--- config.mk ---
export PLATFORM = sky130hd
export DESIGN_NAME = evg_gate_bank
export DESIGN_NICKNAME = d
export VERILOG_FILES = /design/src/rtl/evg_pkg.sv /design/src/rtl/evg_frame_regs.sv /design/src/rtl/evg_channel.sv /design/src/rtl/evg_clkdiv.sv /design/src/rtl/evg_gate_bank.sv
export SDC_FILE = /design/constraint.sdc
export NUM_CORES = 1
export LEC_CHECK = 0
export BUFFER_PORTS_ARGS = -buffer_cell sky130_fd_sc_hd__buf_2
export CORE_AREA = 2 2 348 350
export CTS_CLUSTER_DIAMETER = 60
export DETAILED_ROUTE_END_ITERATION = 8
export DIE_AREA = 0 0 350 352
export PLACE_DENSITY = 0.6
export SLEW_MARGIN = 20
export SYNTH_ARGS = -nofsm -noshare
export SYNTH_HDL_FRONTEND = slang
export SYNTH_SLANG_ARGS = --single-unit
--- constraint.sdc ---
create_clock -name clk -period 3 [get_ports clk]
set_input_delay 0.3 -clock clk [delete_from_list [all_inputs] [get_ports clk]]
set_output_delay 0.3 -clock clk [all_outputs]
set_load 0.01 [all_outputs]
--- src/rtl/evg_pkg.sv ---
`timescale 1ns/1ps
package evg_pkg;

  typedef enum logic [1:0] {
    CH_IDLE  = 2'd0,
    CH_DELAY = 2'd1,
    CH_GATE  = 2'd2
  } ch_state_e;

  // Index into a repetition mask of length len for a given cycle number.
  function automatic int unsigned mask_index(input int unsigned cycle, input int unsigned len);
    return cycle % len;
  endfunction

  // High phase of the divided clock: first half of the period.
  function automatic logic div_high(input int unsigned phase, input int unsigned period);
    return phase < (period / 2);
  endfunction

endpackage

--- src/rtl/evg_frame_regs.sv ---
`timescale 1ns/1ps
module evg_frame_regs #(
  parameter int unsigned NCH  = 8,
  parameter int unsigned CNTW = 16,
  parameter int unsigned CYCW = 16
) (
  input  logic                clk,
  input  logic                rst_n,
  input  logic                frm_valid,
  input  logic [CYCW-1:0]     frm_cycle,
  input  logic                frm_special,
  input  logic [NCH*CNTW-1:0] frm_widths,
  output logic [CYCW-1:0]     cur_cycle,
  output logic                cur_special,
  output logic [NCH*CNTW-1:0] cur_widths
);

  always_ff @(posedge clk or negedge rst_n) begin
    if (!rst_n) begin
      cur_cycle   <= '0;
      cur_special <= 1'b0;
      cur_widths  <= '0;
    end else if (frm_valid) begin
      cur_cycle   <= frm_cycle;
      cur_special <= frm_special;
      cur_widths  <= frm_widths;
    end
  end

endmodule

--- src/rtl/evg_channel.sv ---
`timescale 1ns/1ps
module evg_channel
  import evg_pkg::*;
#(
  parameter int unsigned     EVW     = 8,
  parameter int unsigned     CNTW    = 16,
  parameter int unsigned     PATW    = 64,
  parameter int unsigned     CYCW    = 16,
  parameter logic [EVW-1:0]  CS_CODE = 'h01
) (
  input  logic             clk,
  input  logic             rst_n,
  input  logic             ev_valid,
  input  logic [EVW-1:0]   ev_code,
  input  logic [EVW-1:0]   cfg_code,
  input  logic             cfg_use_cs,
  input  logic             cfg_spec_en,
  input  logic [CNTW-1:0]  cfg_delay,
  input  logic [PATW-1:0]  cfg_pattern,
  input  logic [CNTW-1:0]  cur_width,
  input  logic [CYCW-1:0]  cur_cycle,
  input  logic             cur_special,
  output logic             gate,
  output logic             busy,
  output logic             fire
);

  localparam int unsigned IDXW = (PATW > 1) ? $clog2(PATW) : 1;

  ch_state_e       state;
  logic [CNTW-1:0] cnt;
  logic [CNTW-1:0] w_lat;
  logic            hit;
  logic            rep_ok;
  logic [IDXW-1:0] idx;

  assign idx    = IDXW'(mask_index(32'(cur_cycle), PATW));
  assign hit    = ev_valid && ((ev_code == cfg_code) ||
                               (cfg_use_cs && (ev_code == CS_CODE)));
  assign rep_ok = cfg_pattern[idx] || (cur_special && cfg_spec_en);
  assign fire   = (state == CH_IDLE) && hit && rep_ok && (cur_width != '0);
  assign busy   = (state != CH_IDLE);
  assign gate   = (state == CH_GATE);

  always_ff @(posedge clk or negedge rst_n) begin
    if (!rst_n) begin
      state <= CH_IDLE;
      cnt   <= '0;
      w_lat <= '0;
    end else begin
      unique case (state)
        CH_IDLE: begin
          if (fire) begin
            w_lat <= cur_width;
            if (cfg_delay == '0) begin
              state <= CH_GATE;
              cnt   <= cur_width - CNTW'(1);
            end else begin
              state <= CH_DELAY;
              cnt   <= cfg_delay - CNTW'(1);
            end
          end
        end
        CH_DELAY: begin
          if (cnt == '0) begin
            state <= CH_GATE;
            cnt   <= w_lat - CNTW'(1);
          end else begin
            cnt <= cnt - CNTW'(1);
          end
        end
        CH_GATE: begin
          if (cnt == '0) state <= CH_IDLE;
          else           cnt   <= cnt - CNTW'(1);
        end
        default: state <= CH_IDLE;
      endcase
    end
  end

endmodule

--- src/rtl/evg_clkdiv.sv ---
`timescale 1ns/1ps
module evg_clkdiv
  import evg_pkg::*;
#(
  parameter int unsigned    DIV     = 4,
  parameter int unsigned    EVW     = 8,
  parameter logic [EVW-1:0] CS_CODE = 'h01
) (
  input  logic           clk,
  input  logic           rst_n,
  input  logic           ev_valid,
  input  logic [EVW-1:0] ev_code,
  output logic           clk_o
);

  localparam int unsigned CW = (DIV > 2) ? $clog2(DIV) : 1;

  logic [CW-1:0] phase;
  logic [CW-1:0] phase_nxt;
  logic          cs_seen;

  assign cs_seen = ev_valid && (ev_code == CS_CODE);

  always_comb begin
    if (cs_seen || (phase == CW'(DIV - 1))) phase_nxt = '0;
    else                                    phase_nxt = phase + CW'(1);
  end

  always_ff @(posedge clk or negedge rst_n) begin
    if (!rst_n) begin
      phase <= '0;
      clk_o <= 1'b0;
    end else begin
      phase <= phase_nxt;
      clk_o <= div_high(32'(phase_nxt), DIV);
    end
  end

endmodule

--- src/rtl/evg_gate_bank.sv ---
`timescale 1ns/1ps
module evg_gate_bank #(
  parameter int unsigned    NCH     = 8,
  parameter int unsigned    EVW     = 8,
  parameter int unsigned    CNTW    = 16,
  parameter int unsigned    PATW    = 64,
  parameter int unsigned    CYCW    = 16,
  parameter int unsigned    CLK_DIV = 4,
  parameter logic [EVW-1:0] CS_CODE = 'h01
) (
  input  logic                clk,
  input  logic                rst_n,
  input  logic                ev_valid,
  input  logic [EVW-1:0]      ev_code,
  input  logic                frm_valid,
  input  logic [CYCW-1:0]     frm_cycle,
  input  logic                frm_special,
  input  logic [NCH*CNTW-1:0] frm_widths,
  input  logic [NCH*EVW-1:0]  cfg_codes,
  input  logic [NCH*CNTW-1:0] cfg_delays,
  input  logic [NCH*PATW-1:0] cfg_patterns,
  input  logic [NCH-1:0]      cfg_use_cs,
  input  logic [NCH-1:0]      cfg_spec_en,
  output logic [NCH-1:0]      gate_o,
  output logic                clk_o
);

  logic [CYCW-1:0]     cur_cycle;
  logic                cur_special;
  logic [NCH*CNTW-1:0] cur_widths;
  logic [NCH-1:0]      ch_fire;
  logic [NCH-1:0]      ch_busy;

  evg_frame_regs #(.NCH(NCH), .CNTW(CNTW), .CYCW(CYCW)) u_frame (
    .clk(clk), .rst_n(rst_n),
    .frm_valid(frm_valid), .frm_cycle(frm_cycle),
    .frm_special(frm_special), .frm_widths(frm_widths),
    .cur_cycle(cur_cycle), .cur_special(cur_special), .cur_widths(cur_widths)
  );

  for (genvar i = 0; i < NCH; i++) begin : g_ch
    evg_channel #(
      .EVW(EVW), .CNTW(CNTW), .PATW(PATW), .CYCW(CYCW), .CS_CODE(CS_CODE)
    ) u_ch (
      .clk(clk), .rst_n(rst_n),
      .ev_valid(ev_valid), .ev_code(ev_code),
      .cfg_code(cfg_codes[i*EVW +: EVW]),
      .cfg_use_cs(cfg_use_cs[i]),
      .cfg_spec_en(cfg_spec_en[i]),
      .cfg_delay(cfg_delays[i*CNTW +: CNTW]),
      .cfg_pattern(cfg_patterns[i*PATW +: PATW]),
      .cur_width(cur_widths[i*CNTW +: CNTW]),
      .cur_cycle(cur_cycle),
      .cur_special(cur_special),
      .gate(gate_o[i]), .busy(ch_busy[i]), .fire(ch_fire[i])
    );
  end

  evg_clkdiv #(.DIV(CLK_DIV), .EVW(EVW), .CS_CODE(CS_CODE)) u_clk (
    .clk(clk), .rst_n(rst_n),
    .ev_valid(ev_valid), .ev_code(ev_code),
    .clk_o(clk_o)
  );

endmodule

# ---- After elaboration in Yosys (flattened, before gate mapping)
# Index checks and enable logic that the tools add are counted.
dict set report word_totals {
  in_bits 877
  out_inout_bits 9
  word_cells 349
  reg_bits 410
}
dict set report classes {
  n_mux 97
  addsub 33
  n_eq_ne 58
  reduce_logical 130
  order_cmp 2
}
# operator count
set ops {}
lappend ops {{$mux W16} 32}
lappend ops {{$sub A16 B1 Y16 const B} 32}
lappend ops {{$pmux W16 S3} 8}
lappend ops {{$logic_not A16 Y1} 16}
lappend ops {{$reduce_bool A16 Y1} 8}
lappend ops {{$mux W2} 33}
lappend ops {{$eq A8 B8 Y1} 8}
lappend ops {{$logic_and A1 B1 Y1} 49}
lappend ops {{$bmux W1 S6} 8}
lappend ops {{$pmux W2 S3} 8}
lappend ops {{$reduce_and A3 Y1} 16}
lappend ops {{$ne A2 B1 Y1 const B} 16}
lappend ops {{$ne A2 B2 Y1 const B} 16}
lappend ops {{$reduce_bool A3 Y1} 8}
lappend ops {{$eq A2 B2 Y1 const B} 9}
lappend ops {{$logic_or A1 B1 Y1} 17}
lappend ops {{$eq A2 B1 Y1 const B} 8}
lappend ops {{$logic_not A2 Y1} 8}
lappend ops {{$reduce_and A2 Y1} 8}
lappend ops {{$eq A8 B1 Y1 const B} 1}
lappend ops {{$mux W1} 8}
lappend ops {{$lt A6 B7 Y1 const B} 1}
lappend ops {{$add A2 B1 Y2 const B} 1}
lappend ops {{$lt A2 B2 Y1 const B} 1}

# ---- Logic depth before layout (Yosys ltp)
dict set report depth {
  ltp_word 9
  mapped_depth 17
  depth_no_buf 13
}

# ---- By module
# Synthesis repeated with hierarchy kept, for this count alone.
dict set report hier_totals {
  hier_cells 3781
  hier_area_um2 35322.6
}
# mod area_per_inst_um2 n_inst seq_area_each_um2 cells_each
set by_module_without_submodules {}
lappend by_module_without_submodules {{evg_channel at g_ch[4].u_ch ...} 3603.5 3 850.8 454}
lappend by_module_without_submodules {{evg_channel at g_ch[1].u_ch ...} 3890.0 2 850.8 424}
lappend by_module_without_submodules {evg_frame_regs 5572.8 1 3628.5 306}
lappend by_module_without_submodules {{evg_channel at g_ch[7].u_ch} 3693.5 1 850.8 452}
lappend by_module_without_submodules {{evg_channel at g_ch[0].u_ch} 3681.0 1 850.8 405}
lappend by_module_without_submodules {{evg_channel at g_ch[3].u_ch} 3636.0 1 850.8 396}
lappend by_module_without_submodules {evg_clkdiv 148.9 1 75.1 12}

# ---- Worst setup path before layout
# Ideal clock, no wire load.
dict set report synth_timing {
  path_kind {input port to flip-flop}
  start {input port cfg_delays[114]}
  end {register g_ch[7].u_ch.cnt[8]}
  setup_ns 0.065
  arrival_time_ns 3.616
  required_ns 2.935
  path_slack_ns -0.682
  path_buffers 4
  cell_stages 17
  path_cell_list {or4_1 clkbuf_1 nor4_2 and2_1 buf_2 buf_1 a21oi_1 ha_1 or3b_1 clkbuf_1 or4_1 a31o_2 or4b_1 a21boi_0 a211oi_1 o21ai_0 a22o_1}
}
dict set report synth_between {
  elab_chain_cells 4
  elab_cells_between_ends 5
  classes_between {add/sub (1); mux (3); reduce/logical (1)}
}
# item line_no
set synth_rtl {}
lappend synth_rtl {{start: declaration} evg_gate_bank.sv:20} ;# input logic [NCH*CNTW-1:0] cfg_delays,
lappend synth_rtl {{$sub A16 B1 Y16 or $logic_not A16 Y1 (tied branches)} {evg_channel.sv:60, evg_channel.sv:55}}
lappend synth_rtl {{$mux W16 *} evg_channel.sv:55} ;# if (cfg_delay == '0) begin
lappend synth_rtl {{$mux W16 *} evg_channel.sv:53} ;# if (fire) begin
lappend synth_rtl {{$pmux W16 S3 *} evg_channel.sv:51} ;# unique case (state)
lappend synth_rtl {{end signal: assignment} evg_channel.sv:57} ;# cnt <= cur_width - CNTW'(1);
lappend synth_rtl {{end signal: assignment} evg_channel.sv:60} ;# cnt <= cfg_delay - CNTW'(1);
lappend synth_rtl {{end signal: assignment} evg_channel.sv:67} ;# cnt <= w_lat - CNTW'(1);
lappend synth_rtl {{end: declaration} evg_channel.sv:31} ;# logic [CNTW-1:0] cnt;
# Every way passes the cells marked *; elsewhere a longest branch is shown, timed or not. The select of a mux whose other input is x is not followed.
# A chain may end at the register's enable or synchronous reset.

# ---- Final worst setup path
dict set report layout_timing {
  start {register u_frame.cur_cycle[0]}
  end {register g_ch[5].u_ch.cnt[12]}
}
dict set report layout_between {
  elab_chain_cells 7
}
# item line_no
set layout_rtl {}
lappend layout_rtl {{start: declaration} evg_frame_regs.sv:13} ;# output logic [CYCW-1:0] cur_cycle,
lappend layout_rtl {{start signal: assignment} evg_frame_regs.sv:24} ;# cur_cycle <= frm_cycle;
lappend layout_rtl {{$bmux W1 S6} evg_channel.sv:40} ;# assign rep_ok = cfg_pattern[idx] || (cur_special && cfg_spec_en);
lappend layout_rtl {{$mux W1 (implied by the code)} evg_channel.sv:40}
lappend layout_rtl {{$logic_or A1 B1 Y1} evg_channel.sv:40}
lappend layout_rtl {{$logic_and A1 B1 Y1 (2 in series)} evg_channel.sv:41} ;# assign fire = (state == CH_IDLE) && hit && rep_ok && (cur_width != '0);
lappend layout_rtl {{$ne A2 B1 Y1 (no source line)} --}
lappend layout_rtl {{$reduce_and A3 Y1 (no source line)} --}
lappend layout_rtl {{end signal: assignment} evg_channel.sv:57}
lappend layout_rtl {{end signal: assignment} evg_channel.sv:60}
lappend layout_rtl {{end signal: assignment} evg_channel.sv:67}
lappend layout_rtl {{end: declaration} evg_channel.sv:31}
# Every way passes these cells. The select of a mux whose other input is x is not followed.

==> flow_summary.ini <==
[floorplanning]
rows = 127
pin_count = 886
die_h_um = 352
start_util_pct = 27.9
coreArea_sq_mm = 0.119
dieArea_sq_mm = 0.123
dieWidth_um = 350

[sta]
hold_viol = 0
period_needed_ns = 3.24
tightest_slew_ns = 0.978
finalCritPeriodShare_pct = 108
setup_viol = 187
timing.final.ws_setup_ns = -0.237
tns_ns = -20.27
slew_violations = 0
max-slew-margin-rel_pct = 34.8
clock.fmax_ghz = 0.309
rsz0062_at_grt = true
fin_skew_ns = 0.0301

[cts]
h-tree-depth = 2
cts_buffers = 58
cts.clk_slew.worst_paths_ns = 0.06
clock_path_buffers = 3
clk_latency_ns = 0.65
cts_tree = done
clock-sinks = 410
root_buffer = clkbuf_16

[synthesis]
synthDistinctLibCells = 104
yosysWarnings = 0
syn-instance-count = 3598
yosysTopAreaCellShare_pct = 30.8
synth_area_per_cell_sq_um = 9.26
synthArstFlopShare_pct = 100
ys.flop_type = dfrtp_1
ys_ff_latch = 410
synth_area_leaders = dfrtp_1 31%, mux4_2 9.1%, mux2_2 8.4%
synth-edff-count = 0
syn_area_sq_mm = 0.0333
synth_top_area_cell = dfrtp_1
synth_fp_nets = 4538
ys_seq_area_share_pct = 30.8
synth_commonest_cells = 410 x dfrtp_1, 344 x nand2_1, 282 x nor2_1
yosysMostFrequentCell = dfrtp_1

[flow_run]
cap_violations = 0

[hold_path]
hold_path_class = input pin to register

[grt]
antenna_found_initial = 60
grt_pass1_wl_um = 226000
grt_pass1_vias = 35763
grt.total_usage_pct = 24.3
overflow = 0
grt_max_degree = 84

[place]
dp_cells = 6382
place.gp.congestion = 0.944
dp_hpwl_um = 126000
io_buffer_count = 875

[layout]
syn_to_final_growth_pct = 45.7
final_nets = 5968
drive_gt1_share_pct = 42.3
fill_cells = 11772
fin_cells = 6721

[outcome]
violations = setup timing
status = finished, violations left

[critical_path]
worstPathMaxFanout = 11
path_class = register to register
crit_arrival_ns = 3.75
cp-start-kind = register
crit_required_ns = 3.51
end_kind = register

[drt]
dr_total_vias = 35770
wl_um = 158000
antenna_left = 0
vias_per_cell = 5.32
post_drt_wl_per_cell_um = 23.5
drc = 0
drt-initial-drc-count = 2762
drt_pre_antenna_iters = 6

[pwr]
power_leakage_nw = 21.4
ir_worst_vdd_v = 0.000592
power-per-cell-area_mw_per_mm2 = 588
p_total_mw = 28.5
==> timing repair <==
item / in CTS / in global routing
cloned: 6 / 13
endpoints found under the hold margin: 201 / 0
setup endpoints to repair: 269 / 259
pin swaps: 31 / 37
hold buffers: 134 / 0
setup buffers: 30 / 21
resized for setup: 129 / 153
==> registers in the layout (all words and copies together) (netlist names) <==
name                 cells
g_ch.u_ch.cnt          128
g_ch.u_ch.state         16
g_ch.u_ch.w_lat        128
u_clk.clk_o              1
u_clk.phase              2
u_frame.cur_cycle        6
u_frame.cur_special      1
u_frame.cur_widths     128
==> metrics by stage <==
stage | setup WS, ns | utilization (%) | area [sq um] | hold slack, ns
4_1_cts | -0.198 | 39.8 | 47500 | 0.00467
6_report | -0.237 | 40.7 | 48500 | 0.0520
3_5_place_dp | -0.639 | 36.2 | 43300 | 0.379
3_3_place_gp | -0.632 | 36.2 | 43300 | 0.362
2_1_floorplan | -0.327 | - | 33700 | 0.00441
5_1_grt | -0.297 | 40.6 | 48500 | 0.0168
==> routing by layer <==
| layer | up-vias | global-route usage, % | part of all wire [%] |
|---|---|---|---|
| met4 | 16 | 9.09 | 4.0 |
| li1 | 16441 | - | - |
| met2 | 1438 | 40.9 | 47 |
| met1 | 17576 | 30.3 | 41 |
| met3 | 299 | 5.25 | 7.9 |
| met5 | - | 0 | 0.066 |
==> cell usage in the layout, fill, tap and decap left out, drive strengths merged, types with 40 or more instances in the layout <==
master,synthesis,final
a21oi,210,210
dlygate4sd3,0,134
ha,63,63
xnor2,136,136
nor2,283,283
inv,101,118
or4,47,47
mux2,259,259
o211ai,46,46
nor3,135,135
mux4,138,138
o21ai,238,238
mux2i,55,55
o22ai,40,40
nor4,94,94
dfrtp,410,410
buf,89,1432
xor2,160,160
clkbuf,117,77
nand2,344,344
nand3,67,67
or3,46,46
==> critical path, stage by stage (launching register included) <==
cell	delay (ns)
dfrtp_4	0.51
buf_12	0.16
buf_6	0.12
mux4_2	0.50
mux4_2	0.49
and3_4	0.19
a31o_1	0.21
o31ai_4	0.33
a221oi_4	0.13
buf_12	0.18
mux2_2	0.26
==> report_power, final <==
part	switching [mW]	internal [mW]
clock network	2.97	4.26
logic	6.94	6.42
registers	1.31	6.62
total	11.2	17.3
==> path summary, 6_finish.rpt <==
check	depth (start not counted)	slack [ns]	start	endpoint
worst max register to register	10	-0.24	u_frame.cur_cycle[0]	g_ch[5].u_ch.cnt[12]
max in group asynchronous	3	1.78	rst_n	u_frame.cur_cycle[3]
min in group asynchronous	2	0.22	rst_n	g_ch[3].u_ch.cnt[8]
worst min register to register	1	0.43	u_clk.phase[0]	u_clk.phase[0]
worst min-delay path	4	0.05	frm_cycle[1]	u_frame.cur_cycle[1]
worst max-delay path	10	-0.24	u_frame.cur_cycle[0]	g_ch[5].u_ch.cnt[12]
==> area by class of cell <==
class                           count  area [sq um]  area share (%)
Multi-Input combinational cell   2877         22600            46.5
Antenna cell                       33          82.6           0.170
Sequential cell                   410         10300            21.2
Tap cell                         1612          2020            4.16
Clock inverter                     41           475           0.980
Clock buffer                       67          1540            3.16
Inverter                          105           399           0.823
Timing Repair Buffer             1576         11200            23.0
==> cells by family (layout without fill, tap and decap cells) <==
kind of cell	Yosys count	in the layout	synth area share, %
and+or+nand+nor	1195	1195	17.7
DFF	410	410	30.8
xor gates and xnor gates	296	296	7.79
adders and majority gates	63	63	2.37
buffers and inverters	311	1789	4.42
AOI/OAI and AO/OA	871	871	17.1
muxes	452	452	19.8
other	0	33	0
Power figures use the tool's default switching activity.
